`src/rtl/rc_cal_pkg.sv`:
```
// Package: shared types for the slow RC calibration sequencer.
// Assumes: nothing beyond IEEE 1800-2017.
package rc_cal_pkg;

    // Sequencer phases: idle, waiting on settle timer, averaging, dividing.
    typedef enum logic [1:0] {
        CAL_IDLE   = 2'd0,
        CAL_SETTLE = 2'd1,
        CAL_AVG    = 2'd2,
        CAL_DIV    = 2'd3
    } cal_state_t;

endpackage

```
`src/rtl/rc_settle_timer.sv`:
```
// Module: one-shot settle timer.
// Loading starts a countdown. The single-cycle expire pulse comes CYCLES+1
// clocks after the load. A new load restarts the count.
// Assumes: CYCLES >= 1.
module rc_settle_timer #(
    parameter int CYCLES = 51000
) (
    input  logic clk,
    input  logic rst_n,
    input  logic load_i,
    output logic expire_o
);
    localparam int CW = $clog2(CYCLES + 1);

    logic [CW-1:0] cnt_q;
    logic          run_q;

    // Countdown and expiry pulse generation.
    always_ff @(posedge clk) begin
        if (!rst_n) begin
            cnt_q    <= '0;
            run_q    <= 1'b0;
            expire_o <= 1'b0;
        end else begin
            expire_o <= 1'b0;
            if (load_i) begin
                cnt_q <= CW'(CYCLES - 1);
                run_q <= 1'b1;
            end else if (run_q) begin
                if (cnt_q == '0) begin
                    run_q    <= 1'b0;
                    expire_o <= 1'b1;
                end else begin
                    cnt_q <= cnt_q - 1'b1;
                end
            end
        end
    end

    // a fresh load never expires on the very next cycle.
    a_r2_no_early_expire: assert property (@(posedge clk) disable iff (!rst_n)
        load_i |=> !expire_o);

    // an expiry is always preceded by a running countdown.
    a_r2_expire_after_run: assert property (@(posedge clk) disable iff (!rst_n)
        expire_o |-> $past(run_q));
endmodule

```
`src/rtl/rc_sample_accum.sv`:
```
// Module: period sample accumulator with rounded mean.
// The sum is cleared on clear_i and adds sample_i on add_i. avg_o is the
// mean (sum + SAMPLES/2) / SAMPLES.
// Assumes: SAMPLES is a power of two and at most SAMPLES adds occur per clear.
module rc_sample_accum #(
    parameter int IN_W    = 16,
    parameter int SAMPLES = 8
) (
    input  logic            clk,
    input  logic            rst_n,
    input  logic            clear_i,
    input  logic            add_i,
    input  logic [IN_W-1:0] sample_i,
    output logic [IN_W-1:0] avg_o
);
    localparam int SH    = $clog2(SAMPLES);
    localparam int SUM_W = IN_W + SH;

    logic [SUM_W-1:0] sum_q;
    logic [SUM_W-1:0] rounded;

    // Running sum of the accepted samples.
    always_ff @(posedge clk) begin
        if (!rst_n)       sum_q <= '0;
        else if (clear_i) sum_q <= '0;
        else if (add_i)   sum_q <= sum_q + SUM_W'(sample_i);
    end

    // Rounded mean: add half a step, then shift.
    always_comb begin
        rounded = sum_q + SUM_W'(SAMPLES / 2);
        avg_o   = IN_W'(rounded >> SH);
    end

    // a sample add never shrinks the sum within one run.
    a_r5_sum_monotonic: assert property (@(posedge clk) disable iff (!rst_n)
        (add_i && !clear_i) |=> sum_q >= $past(sum_q));

    // a clear always yields an empty sum.
    a_r5_clear_empties: assert property (@(posedge clk) disable iff (!rst_n)
        clear_i |=> sum_q == '0);
endmodule

```
`src/rtl/rc_restoring_div.sv`:
```
// Module: multi-cycle restoring divider, one quotient bit per clock.
// The result appears NUM_W+1 clocks after start_i, marked by a one-cycle
// done_o. quot_o carries the low Q_W bits of the quotient.
// Assumes: den_i is nonzero at start; the caller guarantees this.
module rc_restoring_div #(
    parameter int NUM_W = 32,
    parameter int DEN_W = 16,
    parameter int Q_W   = 16
) (
    input  logic             clk,
    input  logic             rst_n,
    input  logic             start_i,
    input  logic [NUM_W-1:0] num_i,
    input  logic [DEN_W-1:0] den_i,
    output logic             done_o,
    output logic [Q_W-1:0]   quot_o
);
    localparam int CNT_W = $clog2(NUM_W + 1);

    logic [NUM_W-1:0] q_q;
    logic [DEN_W-1:0] rem_q;
    logic [DEN_W-1:0] den_q;
    logic [CNT_W-1:0] cnt_q;
    logic             run_q;
    logic [DEN_W:0]   trial;
    logic [DEN_W:0]   rem_n;
    logic             fits;

    // One restoring step: shift in the next dividend bit and try a subtract.
    always_comb begin
        trial = {rem_q, q_q[NUM_W-1]};
        fits  = trial >= {1'b0, den_q};
        rem_n = fits ? (trial - {1'b0, den_q}) : trial;
    end

    // Iteration control and quotient/remainder registers.
    always_ff @(posedge clk) begin
        if (!rst_n) begin
            q_q    <= '0;
            rem_q  <= '0;
            den_q  <= '0;
            cnt_q  <= '0;
            run_q  <= 1'b0;
            done_o <= 1'b0;
        end else begin
            done_o <= 1'b0;
            if (start_i) begin
                q_q   <= num_i;
                rem_q <= '0;
                den_q <= den_i;
                cnt_q <= CNT_W'(NUM_W);
                run_q <= 1'b1;
            end else if (run_q) begin
                rem_q <= rem_n[DEN_W-1:0];
                q_q   <= {q_q[NUM_W-2:0], fits};
                cnt_q <= cnt_q - 1'b1;
                if (cnt_q == CNT_W'(1)) begin
                    run_q  <= 1'b0;
                    done_o <= 1'b1;
                end
            end
        end
    end

    assign quot_o = q_q[Q_W-1:0];

    // the partial remainder always fits below the divisor width.
    a_r6_rem_fits: assert property (@(posedge clk) disable iff (!rst_n)
        run_q |-> !rem_n[DEN_W]);

    // a finished division leaves a remainder smaller than the divisor.
    a_r6_rem_below_den: assert property (@(posedge clk) disable iff (!rst_n)
        done_o |-> rem_q < den_q);
endmodule

```
`src/rtl/rc_cal_seq.sv`:
```
// Module: slow RC oscillator calibration sequencer (top).
// The coarse pass turns one period reading into a rounded, clamped trim
// step. The fine pass averages SAMPLES readings and divides CAL_NUMER by
// the average to get a 5.11 divider setting. Each reading follows a settle
// wait of SETTLE_CYCLES clocks.
// Assumes: period_i is stable around each read; SAMPLES is a power of two.
module rc_cal_seq
    import rc_cal_pkg::*;
#(
    parameter int PERIOD_W      = 16,
    parameter int TUNE_W        = 4,
    parameter int CAL_W         = 16,
    parameter int NUMER_W       = 32,
    parameter int SETTLE_CYCLES = 51000,
    parameter int SAMPLES       = 8,
    parameter int IDEAL_PERIOD  = 19200,
    parameter int STEP_PERIOD   = 800,
    parameter longint CAL_NUMER = 384000000,
    parameter int TUNE_INIT     = 0,
    parameter int CAL_INIT      = 'h5000
) (
    input  logic                clk,
    input  logic                rst_n,
    input  logic                start_i,
    input  logic [PERIOD_W-1:0] period_i,
    output logic                meas_slow_o,
    output logic [TUNE_W-1:0]   tune_o,
    output logic [CAL_W-1:0]    cal_o,
    output logic                busy_o,
    output logic                done_o,
    output logic                err_o
);
    localparam int SCNT_W = $clog2(SAMPLES);
    localparam int DW     = PERIOD_W + 2;
    localparam logic [SCNT_W-1:0]   LAST_SAMPLE = SCNT_W'(SAMPLES - 1);
    localparam logic [TUNE_W-1:0]   TUNE_RST    = TUNE_W'(TUNE_INIT);
    localparam logic [CAL_W-1:0]    CAL_RST     = CAL_W'(CAL_INIT);
    localparam logic signed [DW-1:0] CENTER_S   = DW'(IDEAL_PERIOD + STEP_PERIOD / 2);
    localparam logic signed [DW-1:0] STEP_S     = DW'(STEP_PERIOD);
    localparam logic signed [DW-1:0] TMAX_S     = DW'((1 <<< (TUNE_W - 1)) - 1);
    localparam logic signed [DW-1:0] TMIN_S     = DW'(-(1 <<< (TUNE_W - 1)));
    localparam logic [NUMER_W-1:0]   NUMER      = NUMER_W'(CAL_NUMER);

    cal_state_t            state_q;
    logic                  coarse_q;
    logic [SCNT_W-1:0]     samp_q;
    logic                  tmr_load;
    logic                  tmr_expire;
    logic                  acc_clear;
    logic                  acc_add;
    logic [PERIOD_W-1:0]   avg;
    logic                  div_start;
    logic                  div_done;
    logic [CAL_W-1:0]      quot;
    logic signed [DW-1:0]  diff_s;
    logic signed [DW-1:0]  step_s;
    logic [TUNE_W-1:0]     tune_next;
    logic                  accept;

    // Start is taken only while idle.
    assign accept = (state_q == CAL_IDLE) && start_i;
    assign busy_o = (state_q != CAL_IDLE);

    // Coarse step: centre minus period, divided toward zero, then clamped.
    always_comb begin
        diff_s = CENTER_S - $signed({2'b00, period_i});
        step_s = diff_s / STEP_S;
        if (step_s > TMAX_S)      tune_next = TMAX_S[TUNE_W-1:0];
        else if (step_s < TMIN_S) tune_next = TMIN_S[TUNE_W-1:0];
        else                      tune_next = step_s[TUNE_W-1:0];
    end

    // Strobes to the timer, accumulator and divider.
    always_comb begin
        tmr_load  = accept ||
                    ((state_q == CAL_SETTLE) && tmr_expire &&
                     (coarse_q || (samp_q != LAST_SAMPLE)));
        acc_clear = accept;
        acc_add   = (state_q == CAL_SETTLE) && tmr_expire && !coarse_q;
        div_start = (state_q == CAL_AVG) && (avg != '0);
    end

    // Sequencer and output registers.
    always_ff @(posedge clk) begin
        if (!rst_n) begin
            state_q     <= CAL_IDLE;
            coarse_q    <= 1'b0;
            samp_q      <= '0;
            tune_o      <= TUNE_RST;
            cal_o       <= CAL_RST;
            meas_slow_o <= 1'b0;
            done_o      <= 1'b0;
            err_o       <= 1'b0;
        end else begin
            done_o <= 1'b0;
            case (state_q)
                CAL_IDLE: begin
                    if (start_i) begin
                        tune_o      <= TUNE_RST;
                        cal_o       <= CAL_RST;
                        meas_slow_o <= 1'b1;
                        err_o       <= 1'b0;
                        coarse_q    <= 1'b1;
                        samp_q      <= '0;
                        state_q     <= CAL_SETTLE;
                    end
                end
                CAL_SETTLE: begin
                    if (tmr_expire) begin
                        if (coarse_q) begin
                            tune_o   <= tune_next;
                            coarse_q <= 1'b0;
                        end else if (samp_q == LAST_SAMPLE) begin
                            state_q <= CAL_AVG;
                        end else begin
                            samp_q <= samp_q + 1'b1;
                        end
                    end
                end
                CAL_AVG: begin
                    if (avg == '0) begin
                        err_o   <= 1'b1;
                        done_o  <= 1'b1;
                        state_q <= CAL_IDLE;
                    end else begin
                        state_q <= CAL_DIV;
                    end
                end
                CAL_DIV: begin
                    if (div_done) begin
                        cal_o   <= quot;
                        done_o  <= 1'b1;
                        state_q <= CAL_IDLE;
                    end
                end
                default: state_q <= CAL_IDLE;
            endcase
        end
    end

    rc_settle_timer #(.CYCLES(SETTLE_CYCLES)) u_timer (
        .clk      (clk),
        .rst_n    (rst_n),
        .load_i   (tmr_load),
        .expire_o (tmr_expire)
    );

    rc_sample_accum #(.IN_W(PERIOD_W), .SAMPLES(SAMPLES)) u_accum (
        .clk      (clk),
        .rst_n    (rst_n),
        .clear_i  (acc_clear),
        .add_i    (acc_add),
        .sample_i (period_i),
        .avg_o    (avg)
    );

    rc_restoring_div #(.NUM_W(NUMER_W), .DEN_W(PERIOD_W), .Q_W(CAL_W)) u_div (
        .clk     (clk),
        .rst_n   (rst_n),
        .start_i (div_start),
        .num_i   (NUMER),
        .den_i   (avg),
        .done_o  (div_done),
        .quot_o  (quot)
    );

    // done is a single-cycle pulse and the block is idle after it.
    a_r7_done_pulse: assert property (@(posedge clk) disable iff (!rst_n)
        done_o |=> !done_o);
    a_r7_idle_at_done: assert property (@(posedge clk) disable iff (!rst_n)
        done_o |-> !busy_o);

    // an accepted start reloads trim and divider and selects slow RC.
    a_r1_start_loads: assert property (@(posedge clk) disable iff (!rst_n)
        accept |=> (tune_o == TUNE_RST) && (cal_o == CAL_RST) && meas_slow_o && busy_o);

    // while the error flag is up the divider keeps its reset setting.
    a_r8_err_keeps_cal: assert property (@(posedge clk) disable iff (!rst_n)
        err_o |-> cal_o == CAL_RST);

    // a start during the fine pass leaves the trim untouched.
    a_r9_start_ignored: assert property (@(posedge clk) disable iff (!rst_n)
        (start_i && busy_o && !coarse_q) |=> $stable(tune_o));
endmodule

```
`config.mk`:
```
export PLATFORM = sky130hd
export DESIGN_NAME = rc_cal_seq
export DESIGN_NICKNAME = d
export VERILOG_FILES = /design/src/rtl/rc_cal_pkg.sv /design/src/rtl/rc_settle_timer.sv /design/src/rtl/rc_sample_accum.sv /design/src/rtl/rc_restoring_div.sv /design/src/rtl/rc_cal_seq.sv
export SDC_FILE = /design/constraint.sdc
export NUM_CORES = 1
export LEC_CHECK = 0
export BUFFER_PORTS_ARGS = -buffer_cell sky130_fd_sc_hd__buf_2
export CELL_PAD_IN_SITES_DETAIL_PLACEMENT = 1
export CELL_PAD_IN_SITES_GLOBAL_PLACEMENT = 1
export CORE_MARGIN = 4
export CORE_UTILIZATION = 47
export CTS_CLUSTER_SIZE = 12
export DETAILED_ROUTE_END_ITERATION = 10
export PLACE_DENSITY_LB_ADDON = 0.15
export SLEW_MARGIN = 10
export SYNTH_ARGS = -nofsm -noshare
export SYNTH_HDL_FRONTEND = slang
export SYNTH_SLANG_ARGS = --single-unit
```
`constraint.sdc`:
```
create_clock -name clk -period 7.3 [get_ports clk]
set_input_delay 0.365 -clock clk [delete_from_list [all_inputs] [get_ports clk]]
set_output_delay 0.365 -clock clk [all_outputs]
set_load 0.005 [all_outputs]
```
==> impl_metrics.env <==
export IMPL_clock_latency_ns=0.42
export IMPL_slowest_stage="a2111oi_4"
export IMPL_end_kind="flop"
export IMPL_grt_max_degree=73
export IMPL_ios=43
export IMPL_maxSlewViolCount=0
export IMPL_synth_edf_count=0
export IMPL_grt_total_usage_pct=24.5
export IMPL_antenna_found_initial=0
export IMPL_avgSynthCellArea_um2=7.87
export IMPL_dp_slack_ns=-0.00229
export IMPL_routed_wl_mm=27.1
export IMPL_peakVddDrop_v=0.000140
export IMPL_final_layout_size_suffix_gt1_share_pct=12.5
export IMPL_critical_path_max_stage_delay_ns=0.45
export IMPL_synthesis_area_um2=9380
export IMPL_clock_fmax_ghz=0.147
export IMPL_startpoint_type="primary input"
export IMPL_fp_dieW_um=149
export IMPL_grt_ovfl_total=0
export IMPL_fin_crit_ns=6.80
export IMPL_ant_nets=0
export IMPL_ys_async_sr_fraction_pct=0
export IMPL_io_buffer_count=42
export IMPL_dr_pass1_iters=4
export IMPL_path_class="in2reg"
export IMPL_power_density_nw_per_um2=230
export IMPL_outcome="finished clean"
export IMPL_cap_violations=0
export IMPL_cts_path_max_buffers=2
export IMPL_synthFlopType="dfxtp_1"
export IMPL_wl_per_cell_um=17.9
export IMPL_drc=0
export IMPL_synth_yosys_warnings=0
export IMPL_hpwl_mm=19.8
export IMPL_grt_pass1_vias=8952
export IMPL_hold_worst_slack_ns=0.279
export IMPL_ctsHoldBuffers=0
export IMPL_setup_violations=0
export IMPL_syn_inst=1192
export IMPL_ys_seq_elements=138
export IMPL_num_rows=51
export IMPL_cts_tree="built"
export IMPL_chipHeight_um=149
export IMPL_hold_class="in2reg"
export IMPL_vias=8850
export IMPL_num_nets_final=1297
export IMPL_via_per_inst=5.86
export IMPL_skew_ns=0.00970
export IMPL_finalHoldViolCount=0
export IMPL_syn_to_final_growth_pct=13.1
export IMPL_timing_final_ws_setup_ns=0.496
export IMPL_arrival_ns=7.11
export IMPL_cts_root_buffer="clkbuf_16"
export IMPL_critPathRequiredTime_ns=7.60
export IMPL_crit_top_cell="ha_1"
export IMPL_core_area_um2=19500
export IMPL_globalplace_congestion=0.871
export IMPL_initial_core_util_pct=48.0
export IMPL_htree_levels=4
export IMPL_worst_pin_slew_ns=1.23
export IMPL_clock_sinks=138
export IMPL_slew_headroom_pct=17.7
export IMPL_power_leakage_nw=3.90
export IMPL_num_antenna_cells=0
export IMPL_synth_distinct_cells=85
export IMPL_drt_iter0_drc=361
export IMPL_numCtsBuffers=17
export IMPL_min_period_over_period_pct=93.2
export IMPL_grt_pass1_wl_mm=44.9
export IMPL_worstPathMaxFanout=7
export IMPL_synth_seq_area_share_pct=29.4
export IMPL_path_clk_slew_ns=0.06
export IMPL_syn_nets=1255
export IMPL_die_area_um2=22300
-- per-stage QoR --
stage | instance area [µm²] | util (%) | setup TNS (ns) | cells | power (mW)
2_1_floorplan | 9380 | - | 0 | 1192 | 1.36
3_3_place_gp | 9970 | 51.1 | 0 | 1478 | 1.55
3_5_place_dp | 9970 | 51.1 | -0.00229 | 1478 | 1.57
4_1_cts | 10600 | 54.1 | 0 | 1509 | 2.43
5_1_grt | 10600 | 54.3 | -0.0139 | 1511 | 2.58
6_report | 10600 | 54.3 | 0 | 1511 | 2.44
-- metal layers --
layer / global-route usage [%] / up-vias / part of all wire [%]
met4: 6.91 / 0 / 1.5
met1: 34.1 / 4317 / 48
met2: 39.9 / 126 / 47
li1: - / 4375 / -
met3: 3.07 / 32 / 3.0
met5: 0 / - / 0
-- kinds of logic after synthesis --
kind of cell	after synthesis	synth area share, %
flops	138	29.4
other cells	1	0.0400
fa+ha+maj	44	6.03
mux	56	6.01
simple gates	439	22.0
buf+inv	111	4.52
compound gates	322	24.0
xor+xnor	81	7.88
-- Yosys cell counts, types with 4 or more instances --
cell type	instances	area, µm²
o41ai_1	6	52.6
and2_1	13	81.3
o2111ai_1	5	43.8
a21oi_1	102	510
o21ai_0	39	195
ha_1	42	526
or2_1	4	25.0
nor4_1	13	81.3
nor2b_1	7	43.8
nand3_1	49	245
o211ai_1	16	120
o2bb2ai_1	4	35.0
a21boi_0	5	37.5
nand4_1	15	93.8
nor2_1	151	567
clkbuf_1	49	184
or3_1	5	31.3
a21o_1	13	97.6
and3_1	11	68.8
nand2b_1	15	93.8
o21bai_1	7	52.6
nand2_1	107	402
nor3_1	32	160
xnor2_1	49	429
mux2i_1	53	531
a32oi_1	4	35.0
a211o_1	4	35.0
a211oi_1	36	270
inv_1	55	206
a2bb2oi_1	4	35.0
o21ai_1	6	30.0
xor2_1	28	245
dfxtp_1	138	2760
a31oi_1	9	56.3
buf_2	6	30.0
o21a_1	6	45.0
-- flip-flops by register name (all words and copies together), names as in the netlist, 2 cells and up --
register / cells
u_div.cnt_q: 6
cal_o: 16
u_timer.cnt_q: 16
samp_q: 3
state_q: 2
u_div.den_q: 16
tune_o: 4
u_accum.sum_q: 19
u_div.rem_q: 16
u_div.q_q: 32
-- report_power, final --
group	leakage (nW)	internal [mW]	switching, mW
Clock	0.279	0.512	0.348
Combinational	2.51	0.310	0.484
Sequential	1.12	0.767	0.0144
Total	3.90	1.59	0.846
-- critical path: cells and delay by family --
kind / cells / cell delay, ns
simple gates: 9 / 1.82
fa+ha+maj: 3 / 0.66
compound gates: 15 / 3.63
buf+inv: 2 / 0.29
mux: 1 / 0.34
-- path summary, 6_finish.rpt --
path / start / end / slack, ns / cells after the start
min reg2reg: u_timer.run_q / u_timer.expire_o / 0.45 / 2
max reg2reg: u_div.den_q[1] / u_div.rem_q[13] / 2.27 / 23
max: period_i[1] / tune_o[0] / 0.50 / 30
min: rst_n / cal_o[12] / 0.28 / 2
-- area by class of cell --
class | count | area (µm²)
Multi-Input combinational cell | 943 | 6240
Sequential cell | 138 | 2760
Tap cell | 265 | 332
Timing Repair Buffer | 78 | 480
Clock buffer | 18 | 439
Clock inverter | 13 | 145
Fill cell | 2440 | 8920
Inverter | 56 | 210
-- what timing repair did --
item	in CTS	in global routing
endpoints found under the setup margin	0	3
resized for setup	0	9
buffers inserted	0	2
-- layout by cell type, fill, tap and decap left out, types with 5 or more instances in the layout --
cell and instances:
a31oi_1 9, or3_1 5, xor2_1 28, o211ai_1 16, and3_1 11, xnor2_1 48
and2_1 13, nor2_1 151, nand3_1 49, buf_2 42, inv_1 55, mux2i_1 51
nand4_1 15, a21oi_1 99, nand2_1 107, o21a_1 6, nor4_1 13, a21boi_0 5
o41ai_1 6, nor2b_1 7, buf_4 36, nor3_1 31, nand2b_1 15, clkbuf_16 17
o21ai_0 38, dfxtp_1 137, ha_1 42, o21ai_1 7, a211oi_1 35, a21o_1 12
o21bai_1 7, o2111ai_1 5, a21oi_2 5
Power figures use the tool's default switching activity.
